==> src/rtl/spi_port_pkg.sv <==
package spi_port_pkg;
  localparam int unsigned ADDR_W = 16;
  localparam int unsigned DATA_W = 8;
  localparam int unsigned CMD_W  = 8;
  localparam int unsigned NPADS  = 4;
  localparam int unsigned PAD_CSN  = 0;
  localparam int unsigned PAD_SCK  = 1;
  localparam int unsigned PAD_MOSI = 2;
  localparam int unsigned PAD_MISO = 3;
  localparam int unsigned CMD_RD_BIT     = CMD_W - 1;
  localparam int unsigned CMD_SILENT_BIT = CMD_W - 2;

  typedef enum logic [1:0] {
    REG_CTRL   = 2'd0,
    REG_CMD    = 2'd1,
    REG_ADR_LO = 2'd2,
    REG_ADR_HI = 2'd3
  } reg_idx_e;

  localparam int unsigned CTRL_EN_BIT   = 0;
  localparam int unsigned CTRL_FLAG_BIT = 1;
endpackage

==> src/rtl/spi_port_sync.sv <==
module spi_port_sync #(
  parameter int unsigned WIDTH  = 3,
  parameter int unsigned STAGES = 2,
  parameter logic [WIDTH-1:0] RST_VAL = '0
) (
  input  logic             clk_i,
  input  logic             rst_ni,
  input  logic [WIDTH-1:0] d_i,
  output logic [WIDTH-1:0] q_o
);
  logic [WIDTH-1:0] stg_q [STAGES];

  always_ff @(posedge clk_i or negedge rst_ni) begin
    if (!rst_ni) begin
      for (int s = 0; s < STAGES; s++) stg_q[s] <= RST_VAL;
    end else begin
      stg_q[0] <= d_i;
      for (int s = 1; s < STAGES; s++) stg_q[s] <= stg_q[s-1];
    end
  end

  assign q_o = stg_q[STAGES-1];
endmodule

==> src/rtl/spi_port_pinmux.sv <==
module spi_port_pinmux
  import spi_port_pkg::*;
(
  input  logic             en_i,
  input  logic [NPADS-1:0] pad_i,
  output logic [NPADS-1:0] pad_o,
  output logic [NPADS-1:0] pad_oe_o,
  input  logic [NPADS-1:0] alt_o_i,
  input  logic [NPADS-1:0] alt_oe_i,
  input  logic             miso_i,
  input  logic             miso_oe_i,
  output logic             csn_o,
  output logic             sck_o,
  output logic             mosi_o
);
  for (genvar p = 0; p < NPADS; p++) begin : g_pad
    if (p == PAD_MISO) begin : g_out
      assign pad_o[p]    = en_i ? miso_i    : alt_o_i[p];
      assign pad_oe_o[p] = en_i ? miso_oe_i : alt_oe_i[p];
    end else begin : g_in
      assign pad_o[p]    = en_i ? 1'b0 : alt_o_i[p];
      assign pad_oe_o[p] = en_i ? 1'b0 : alt_oe_i[p];
    end
  end

  // disabled port sees an idle bus
  assign csn_o  = en_i ? pad_i[PAD_CSN]  : 1'b1;
  assign sck_o  = en_i ? pad_i[PAD_SCK]  : 1'b0;
  assign mosi_o = en_i ? pad_i[PAD_MOSI] : 1'b0;
endmodule

==> src/rtl/spi_port_frame.sv <==
module spi_port_frame
  import spi_port_pkg::*;
(
  input  logic              clk_i,
  input  logic              rst_ni,
  input  logic              csn_i,
  input  logic              sck_i,
  input  logic              mosi_i,
  output logic              miso_o,
  output logic              active_o,
  output logic              mem_req_o,
  output logic              mem_we_o,
  output logic [ADDR_W-1:0] mem_addr_o,
  output logic [DATA_W-1:0] mem_wdata_o,
  input  logic [DATA_W-1:0] mem_rdata_i,
  output logic              cmd_stb_o,
  output logic [CMD_W-1:0]  cmd_o,
  output logic              addr_stb_o,
  output logic [ADDR_W-1:0] addr_o,
  output logic              end_stb_o,
  output logic              end_irq_o
);
  localparam int unsigned HDR_BITS = CMD_W + ADDR_W;
  localparam int unsigned CNT_W    = $clog2(HDR_BITS + 1);
  localparam int unsigned DCNT_W   = $clog2(DATA_W);
  localparam logic [CNT_W-1:0]  CMD_LAST = CNT_W'(CMD_W - 1);
  localparam logic [CNT_W-1:0]  HDR_LAST = CNT_W'(HDR_BITS - 1);
  localparam logic [CNT_W-1:0]  HDR_DONE = CNT_W'(HDR_BITS);
  localparam logic [DCNT_W-1:0] DAT_LAST = DCNT_W'(DATA_W - 1);

  logic                sck_q, csn_q;
  logic                sck_rise, sck_fall, cs_fall;
  logic [CNT_W-1:0]    hdr_cnt_q;
  logic [DCNT_W-1:0]   dcnt_q;
  logic [HDR_BITS-1:0] hdr_sr_q, hdr_nxt;
  logic [DATA_W-1:0]   dat_sr_q, dat_nxt;
  logic [DATA_W-1:0]   tx_sr_q;
  logic                miso_q;
  logic [CMD_W-1:0]    cmd_q;
  logic                cmd_vld_q;
  logic [ADDR_W-1:0]   acc_addr_q;
  logic                req_q, we_q, rd_pend_q;
  logic [ADDR_W-1:0]   addr_q;
  logic [DATA_W-1:0]   wdata_q;
  logic                cmd_stb_q, addr_stb_q;
  logic                is_read;

  assign sck_rise = sck_i & ~sck_q;
  assign sck_fall = ~sck_i & sck_q;
  assign cs_fall  = ~csn_i & csn_q;
  assign hdr_nxt  = {hdr_sr_q[HDR_BITS-2:0], mosi_i};
  assign dat_nxt  = {dat_sr_q[DATA_W-2:0], mosi_i};
  assign is_read  = cmd_q[CMD_RD_BIT];

  always_ff @(posedge clk_i or negedge rst_ni) begin
    if (!rst_ni) begin
      sck_q      <= 1'b0;
      csn_q      <= 1'b1;
      hdr_cnt_q  <= '0;
      dcnt_q     <= '0;
      hdr_sr_q   <= '0;
      dat_sr_q   <= '0;
      tx_sr_q    <= '0;
      miso_q     <= 1'b0;
      cmd_q      <= '0;
      cmd_vld_q  <= 1'b0;
      acc_addr_q <= '0;
      req_q      <= 1'b0;
      we_q       <= 1'b0;
      rd_pend_q  <= 1'b0;
      addr_q     <= '0;
      wdata_q    <= '0;
      cmd_stb_q  <= 1'b0;
      addr_stb_q <= 1'b0;
    end else begin
      sck_q      <= sck_i;
      csn_q      <= csn_i;
      req_q      <= 1'b0;
      cmd_stb_q  <= 1'b0;
      addr_stb_q <= 1'b0;
      rd_pend_q  <= req_q & ~we_q;
      if (cs_fall) cmd_vld_q <= 1'b0;
      if (csn_i) begin
        hdr_cnt_q <= '0;
        dcnt_q    <= '0;
        hdr_sr_q  <= '0;
        dat_sr_q  <= '0;
        tx_sr_q   <= '0;
        miso_q    <= 1'b0;
        rd_pend_q <= 1'b0;
      end else begin
        // fetched byte lands between a rising and the next falling edge
        if (rd_pend_q) begin
          tx_sr_q <= mem_rdata_i;
        end else if (sck_fall) begin
          miso_q  <= tx_sr_q[DATA_W-1];
          tx_sr_q <= {tx_sr_q[DATA_W-2:0], 1'b0};
        end
        if (sck_rise) begin
          if (hdr_cnt_q != HDR_DONE) begin
            hdr_sr_q  <= hdr_nxt;
            hdr_cnt_q <= hdr_cnt_q + 1'b1;
            if (hdr_cnt_q == CMD_LAST) begin
              cmd_q     <= hdr_nxt[CMD_W-1:0];
              cmd_vld_q <= 1'b1;
              cmd_stb_q <= 1'b1;
            end
            if (hdr_cnt_q == HDR_LAST) begin
              addr_stb_q <= 1'b1;
              acc_addr_q <= hdr_nxt[ADDR_W-1:0];
              if (is_read) begin
                req_q      <= 1'b1;
                we_q       <= 1'b0;
                addr_q     <= hdr_nxt[ADDR_W-1:0];
                acc_addr_q <= hdr_nxt[ADDR_W-1:0] + ADDR_W'(1);
              end
            end
          end else begin
            dat_sr_q <= dat_nxt;
            dcnt_q   <= (dcnt_q == DAT_LAST) ? '0 : dcnt_q + 1'b1;
            if (dcnt_q == DAT_LAST) begin
              // write: store this byte; read: prefetch the next one
              req_q      <= 1'b1;
              we_q       <= ~is_read;
              addr_q     <= acc_addr_q;
              wdata_q    <= dat_nxt;
              acc_addr_q <= acc_addr_q + ADDR_W'(1);
            end
          end
        end
      end
    end
  end

  assign miso_o      = miso_q;
  assign active_o    = ~csn_i;
  assign mem_req_o   = req_q;
  assign mem_we_o    = we_q;
  assign mem_addr_o  = addr_q;
  assign mem_wdata_o = wdata_q;
  assign cmd_stb_o   = cmd_stb_q;
  assign cmd_o       = cmd_q;
  assign addr_stb_o  = addr_stb_q;
  assign addr_o      = hdr_sr_q[ADDR_W-1:0];
  assign end_stb_o   = csn_i & ~csn_q;
  assign end_irq_o   = ~(cmd_vld_q & ~is_read & cmd_q[CMD_SILENT_BIT]);
endmodule

==> src/rtl/spi_port_regs.sv <==
module spi_port_regs
  import spi_port_pkg::*;
(
  input  logic              clk_i,
  input  logic              rst_ni,
  input  logic              reg_we_i,
  input  logic [1:0]        reg_addr_i,
  input  logic [7:0]        reg_wdata_i,
  output logic [7:0]        reg_rdata_o,
  input  logic              cmd_stb_i,
  input  logic [CMD_W-1:0]  cmd_i,
  input  logic              addr_stb_i,
  input  logic [ADDR_W-1:0] addr_i,
  input  logic              end_stb_i,
  input  logic              end_irq_i,
  output logic              en_o,
  output logic              flag_o
);
  logic              en_q, flag_q;
  logic [CMD_W-1:0]  cmd_q;
  logic [ADDR_W-1:0] addr_q;
  logic              ctrl_wr;

  assign ctrl_wr = reg_we_i && (reg_addr_i == REG_CTRL);

  always_ff @(posedge clk_i or negedge rst_ni) begin
    if (!rst_ni) begin
      en_q   <= 1'b0;
      flag_q <= 1'b0;
      cmd_q  <= '0;
      addr_q <= '0;
    end else begin
      if (ctrl_wr) en_q <= reg_wdata_i[CTRL_EN_BIT];
      // a hardware set wins over a simultaneous clear
      if (end_stb_i && end_irq_i)                 flag_q <= 1'b1;
      else if (ctrl_wr && !reg_wdata_i[CTRL_FLAG_BIT]) flag_q <= 1'b0;
      if (cmd_stb_i)  cmd_q  <= cmd_i;
      if (addr_stb_i) addr_q <= addr_i;
    end
  end

  always_comb begin
    reg_rdata_o = '0;
    unique case (reg_addr_i)
      REG_CTRL: begin
        reg_rdata_o[CTRL_EN_BIT]   = en_q;
        reg_rdata_o[CTRL_FLAG_BIT] = flag_q;
      end
      REG_CMD:    reg_rdata_o = cmd_q;
      REG_ADR_LO: reg_rdata_o = addr_q[7:0];
      REG_ADR_HI: reg_rdata_o = addr_q[15:8];
      default:    reg_rdata_o = '0;
    endcase
  end

  assign en_o   = en_q;
  assign flag_o = flag_q;
endmodule

==> src/rtl/spi_port_top.sv <==
module spi_port_top
  import spi_port_pkg::*;
(
  input  logic              clk_i,
  input  logic              rst_ni,
  input  logic [NPADS-1:0]  pad_i,
  output logic [NPADS-1:0]  pad_o,
  output logic [NPADS-1:0]  pad_oe_o,
  input  logic [NPADS-1:0]  alt_o_i,
  input  logic [NPADS-1:0]  alt_oe_i,
  output logic              mem_req_o,
  output logic              mem_we_o,
  output logic [ADDR_W-1:0] mem_addr_o,
  output logic [DATA_W-1:0] mem_wdata_o,
  input  logic [DATA_W-1:0] mem_rdata_i,
  input  logic              reg_we_i,
  input  logic [1:0]        reg_addr_i,
  input  logic [7:0]        reg_wdata_i,
  output logic [7:0]        reg_rdata_o,
  output logic              irq_o
);
  logic              spi_en;
  logic              raw_csn, raw_sck, raw_mosi;
  logic [2:0]        sync_q;
  logic              miso, active;
  logic              cmd_stb, addr_stb, end_stb, end_irq;
  logic [CMD_W-1:0]  cmd;
  logic [ADDR_W-1:0] addr;

  spi_port_pinmux u_pinmux (
    .en_i      (spi_en),
    .pad_i     (pad_i),
    .pad_o     (pad_o),
    .pad_oe_o  (pad_oe_o),
    .alt_o_i   (alt_o_i),
    .alt_oe_i  (alt_oe_i),
    .miso_i    (miso),
    .miso_oe_i (active),
    .csn_o     (raw_csn),
    .sck_o     (raw_sck),
    .mosi_o    (raw_mosi)
  );

  spi_port_sync #(.WIDTH(3), .STAGES(2), .RST_VAL(3'b001)) u_sync (
    .clk_i  (clk_i),
    .rst_ni (rst_ni),
    .d_i    ({raw_mosi, raw_sck, raw_csn}),
    .q_o    (sync_q)
  );

  spi_port_frame u_frame (
    .clk_i       (clk_i),
    .rst_ni      (rst_ni),
    .csn_i       (sync_q[0]),
    .sck_i       (sync_q[1]),
    .mosi_i      (sync_q[2]),
    .miso_o      (miso),
    .active_o    (active),
    .mem_req_o   (mem_req_o),
    .mem_we_o    (mem_we_o),
    .mem_addr_o  (mem_addr_o),
    .mem_wdata_o (mem_wdata_o),
    .mem_rdata_i (mem_rdata_i),
    .cmd_stb_o   (cmd_stb),
    .cmd_o       (cmd),
    .addr_stb_o  (addr_stb),
    .addr_o      (addr),
    .end_stb_o   (end_stb),
    .end_irq_o   (end_irq)
  );

  spi_port_regs u_regs (
    .clk_i       (clk_i),
    .rst_ni      (rst_ni),
    .reg_we_i    (reg_we_i),
    .reg_addr_i  (reg_addr_i),
    .reg_wdata_i (reg_wdata_i),
    .reg_rdata_o (reg_rdata_o),
    .cmd_stb_i   (cmd_stb),
    .cmd_i       (cmd),
    .addr_stb_i  (addr_stb),
    .addr_i      (addr),
    .end_stb_i   (end_stb),
    .end_irq_i   (end_irq),
    .en_o        (spi_en),
    .flag_o      (irq_o)
  );
endmodule

==> config.mk <==
export PLATFORM = sky130hd
export DESIGN_NAME = spi_port_top
export DESIGN_NICKNAME = d
export VERILOG_FILES = /design/src/rtl/spi_port_pkg.sv /design/src/rtl/spi_port_sync.sv /design/src/rtl/spi_port_pinmux.sv /design/src/rtl/spi_port_frame.sv /design/src/rtl/spi_port_regs.sv /design/src/rtl/spi_port_top.sv
export SDC_FILE = /design/constraint.sdc
export NUM_CORES = 1
export LEC_CHECK = 0
export BUFFER_PORTS_ARGS = -buffer_cell sky130_fd_sc_hd__buf_2
export CAP_MARGIN = 10
export CORE_ASPECT_RATIO = 0.75
export CORE_MARGIN = 10
export CORE_UTILIZATION = 52
export CTS_CLUSTER_DIAMETER = 30
export DETAILED_ROUTE_END_ITERATION = 6
export PLACE_DENSITY = 0.81
export SLEW_MARGIN = 20
export SYNTH_ARGS = -nofsm -noshare
export SYNTH_HDL_FRONTEND = slang
export SYNTH_SLANG_ARGS = --single-unit
==> constraint.sdc <==
create_clock -name clk_i -period 1.9 [get_ports clk_i]
set_input_delay 0.285 -clock clk_i [delete_from_list [all_inputs] [get_ports clk_i]]
set_output_delay 0.285 -clock clk_i [all_outputs]
set_load 0.02 [all_outputs]
==> results.ini <==
[clock_network]
h-tree-depth = 4
numClockSinks = 128
clk-insertion-delay-late_ps = 420
cts_tree = yes
cts_made_buffers = 17
clock_transition_at_the_register_clock_pins_on_the_worst_setup_and_hold_paths_after_cts_ps = 50
ctsRootBufferMaster = clkbuf_16
clock_tree.buffer_depth = 2

[synth]
synth.top_cells.by_count = dfrtp_1 (125), nand2_1 (89), mux2_2 (33)
syn-cell-area_um2 = 6100
synth.top_cell.area_share_pct = 51.3
synthFlopType = dfrtp_1
synth_edf_count = 0
yosys_register_bits = 128
yosysMostFrequentCell = dfrtp_1
post-synth-top-area-cell = dfrtp_1
synth.avg_cell_area_um2 = 10.8
synth.yosys.seq_area_share_pct = 52.5
synth.top_cells.by_area = dfrtp_1 (51%), mux2_2 (6.1%), nand2_1 (5.5%)
yosysWarnings = 0
synth.net_count = 604
synthesis.instances = 565
ys_types = 62
async_flop_share_pct = 100

[placed_design]
place.detailed.instances = 802
port_buffers = 68
place.gp.congestion = 0.903
place_hpwl_um = 10900
place_area_um2 = 6860

[routing]
drt_pre_antenna_iters = 5
routed_via_density = 5.62
drtAntennaViolNets = 0
via_count = 4763
drt_drc_violations_left = 0
average_detailed_routed_wire_length_per_instance_um = 18.6
wl_um = 15800
dr.first_iter.drc_count = 380

[power]
power.leakage_nw = 3.70
max-vdd-ir-drop_uv = 710
seq_power_share_pct = 45.4
power.switching_fraction_pct = 23.4
p_int_mw = 4.71
power_frac_comb_pct = 6.1
p_switching_mw = 1.44
power_per_cell_area_nw_per_um2 = 783
design_power_total_mw = 6.15
clkPwrFrac_pct = 48.5

[sta]
final_hold_viol_count = 0
max-slew-margin-rel_pct = 56.1
max_fclk_mhz = 510
finalClockSkew_ps = 7.04
timing.final.setup_violations = 12
timing.setup.tns_ps = -200
postLayoutSetupSlackWorst_ps = -59.9
finalCritPeriodShare_pct = 103
grt_setup_unrepaired = true
final_max_slew_viol_count = 0
period_needed_ps = 1960
timing_worst_slew_pin_value_ps = 658

[critical_path]
critPathKind = reg -> reg
cp-start-kind = flop
worstPathMaxFanout = 8
setup.worst_path.end_class = flop
cp.required_ps = 2190
worst_ep_arrival_time_ps = 2250

[floorplan]
die_w_um = 145
placeableCoreArea_um2 = 11500
die-height_um = 114
top_level_ports = 76
initial_utilization_pct = 52.9
design.die.area_um2 = 16500
num_rows = 34

[global_route]
antenna_found_initial = 0
largest_net_degree_at_the_start_of_global_routing = 36
total_routing_usage_gr_pct = 18.6
grt-ovfl-total = 0
grt_first_pass_wirelength_um = 24800
grt_pass1_vias = 4732

[final_layout]
stdcell_count = 848
antenna_cells_inserted = 0
design.final.nets = 712
post-route-cell-area_um2 = 7850
post_route_cells_drive_above_1_share_pct = 39.7
areaGrowthSynthToFinish_pct = 28.6

[run_status]
outcome = complete, but fails checks
failed_checks = setup timing

[job]
number_of_violations_of_the_max_capacitance_limit = 0

[worst_hold_path]
min-delay-path-class = in -> reg

==> worst paths after layout <==
kind	start	end	slack (ps)	cells past startpoint
max	u_frame.dcnt_q[0]	u_frame.mem_addr_o[3]	-60	9
max in group asynchronous	rst_ni	u_sync.q_o[0]	920	3
min in group asynchronous	rst_ni	u_frame.mem_wdata_o[5]	300	2
min	pad_i[0]	u_sync.stg_q[3]	60	2
max reg2reg	u_frame.dcnt_q[0]	u_frame.mem_addr_o[3]	-60	9
min reg2reg	u_sync.stg_q[5]	u_sync.q_o[2]	350	0
==> layout make-up <==
class,instances,area [µm²]
inverter,11,41.3
timing repair buffer,130,980
clock buffer,20,447
fill,845,3680
tap,162,203
multi-input combinational,385,2880
sequential,128,3210
clock inverter,12,93.8
==> power by group through the flow <==
stage | sequential (mW) | clock, mW | combinational [mW]
floorplan | 2.83 | 0 | 0.178
global placement | 2.85 | 0 | 0.336
detailed placement | 2.85 | 0 | 0.343
CTS | 2.79 | 3.00 | 0.372
global route | 2.80 | 3.14 | 0.414
finish | 2.79 | 2.98 | 0.373
==> registers in the layout (all words and copies together), names as in the netlist, 5 cells and up <==
name / flops
u_frame.acc_addr_q: 16
u_frame.hdr_sr_q: 16
u_frame.mem_addr_o: 16
u_regs.addr_q: 16
u_frame.cmd_o: 8
u_frame.mem_wdata_o: 8
u_frame.tx_sr_q: 8
u_regs.cmd_q: 8
u_frame.dat_sr_q: 7
u_frame.hdr_cnt_q: 5
==> layer usage <==
layer	track usage, %	share of wire, %
met5	0	0
met4	6.12	1.3
met3	6.41	6.0
met2	28.5	46
met1	24.3	47
==> stage by stage <==
step / hold slack (ps) / utilization [%] / worst slack (ps)
global placement: 194 / 59.5 / -86.6
CTS: 53.6 / 64.6 / 7.91
global route: 66.7 / 68.1 / -146
finish: 62.1 / 68.1 / -59.9
floorplan: -10.6 / - / 111
detailed placement: 197 / 59.5 / -160
==> critical path, cell delays in order (launching register included) <==
cell and delay [ps]:
dfrtp_1 350, ha_2 210, ha_4 140, nand4b_1 160, a211oi_2 320, clkbuf_16 200
o21ai_4 110, clkbuf_16 200, nand2_2 90, o21ai_2 60
==> layout by cell type (no fill, tap or decap), drive strengths merged, types with 4 or more instances in the layout <==
cell	Yosys	layout
nand4	5	5
nand3	13	13
mux2i	22	22
mux2	41	41
nor3	11	11
buf	25	125
inv	10	10
clkinv	1	10
xnor2	15	15
ha	6	6
o31ai	9	9
a22o	21	21
nor2	30	30
and3	4	4
nor2b	9	9
nand2	90	90
dfrtp	125	125
o21ai	32	32
a21oi	30	30
clkbuf	16	24
==> timing repair <==
item,4_1_cts,5_1_grt
setup buffers,2,7
cloned,0,4
hold buffers,1,0
endpoints found under the setup margin,29,52
resized for setup,7,90
endpoints found under the hold margin,17,0
pin swaps,2,20
==> cell families (layout without fill, tap and decap cells) <==
kind of cell    after synthesis  count (layout)  share of synthesized area (%)
simple gates                184             184                           15.1
buf+inv                      52             173                           4.18
compound gates              113             113                           12.1
xor+xnor                     17              17                           2.44
fa+ha+maj                     6               6                           1.23
flops                       128             128                           52.5
mux                          65              65                           12.4
Power figures use the tool's default switching activity.
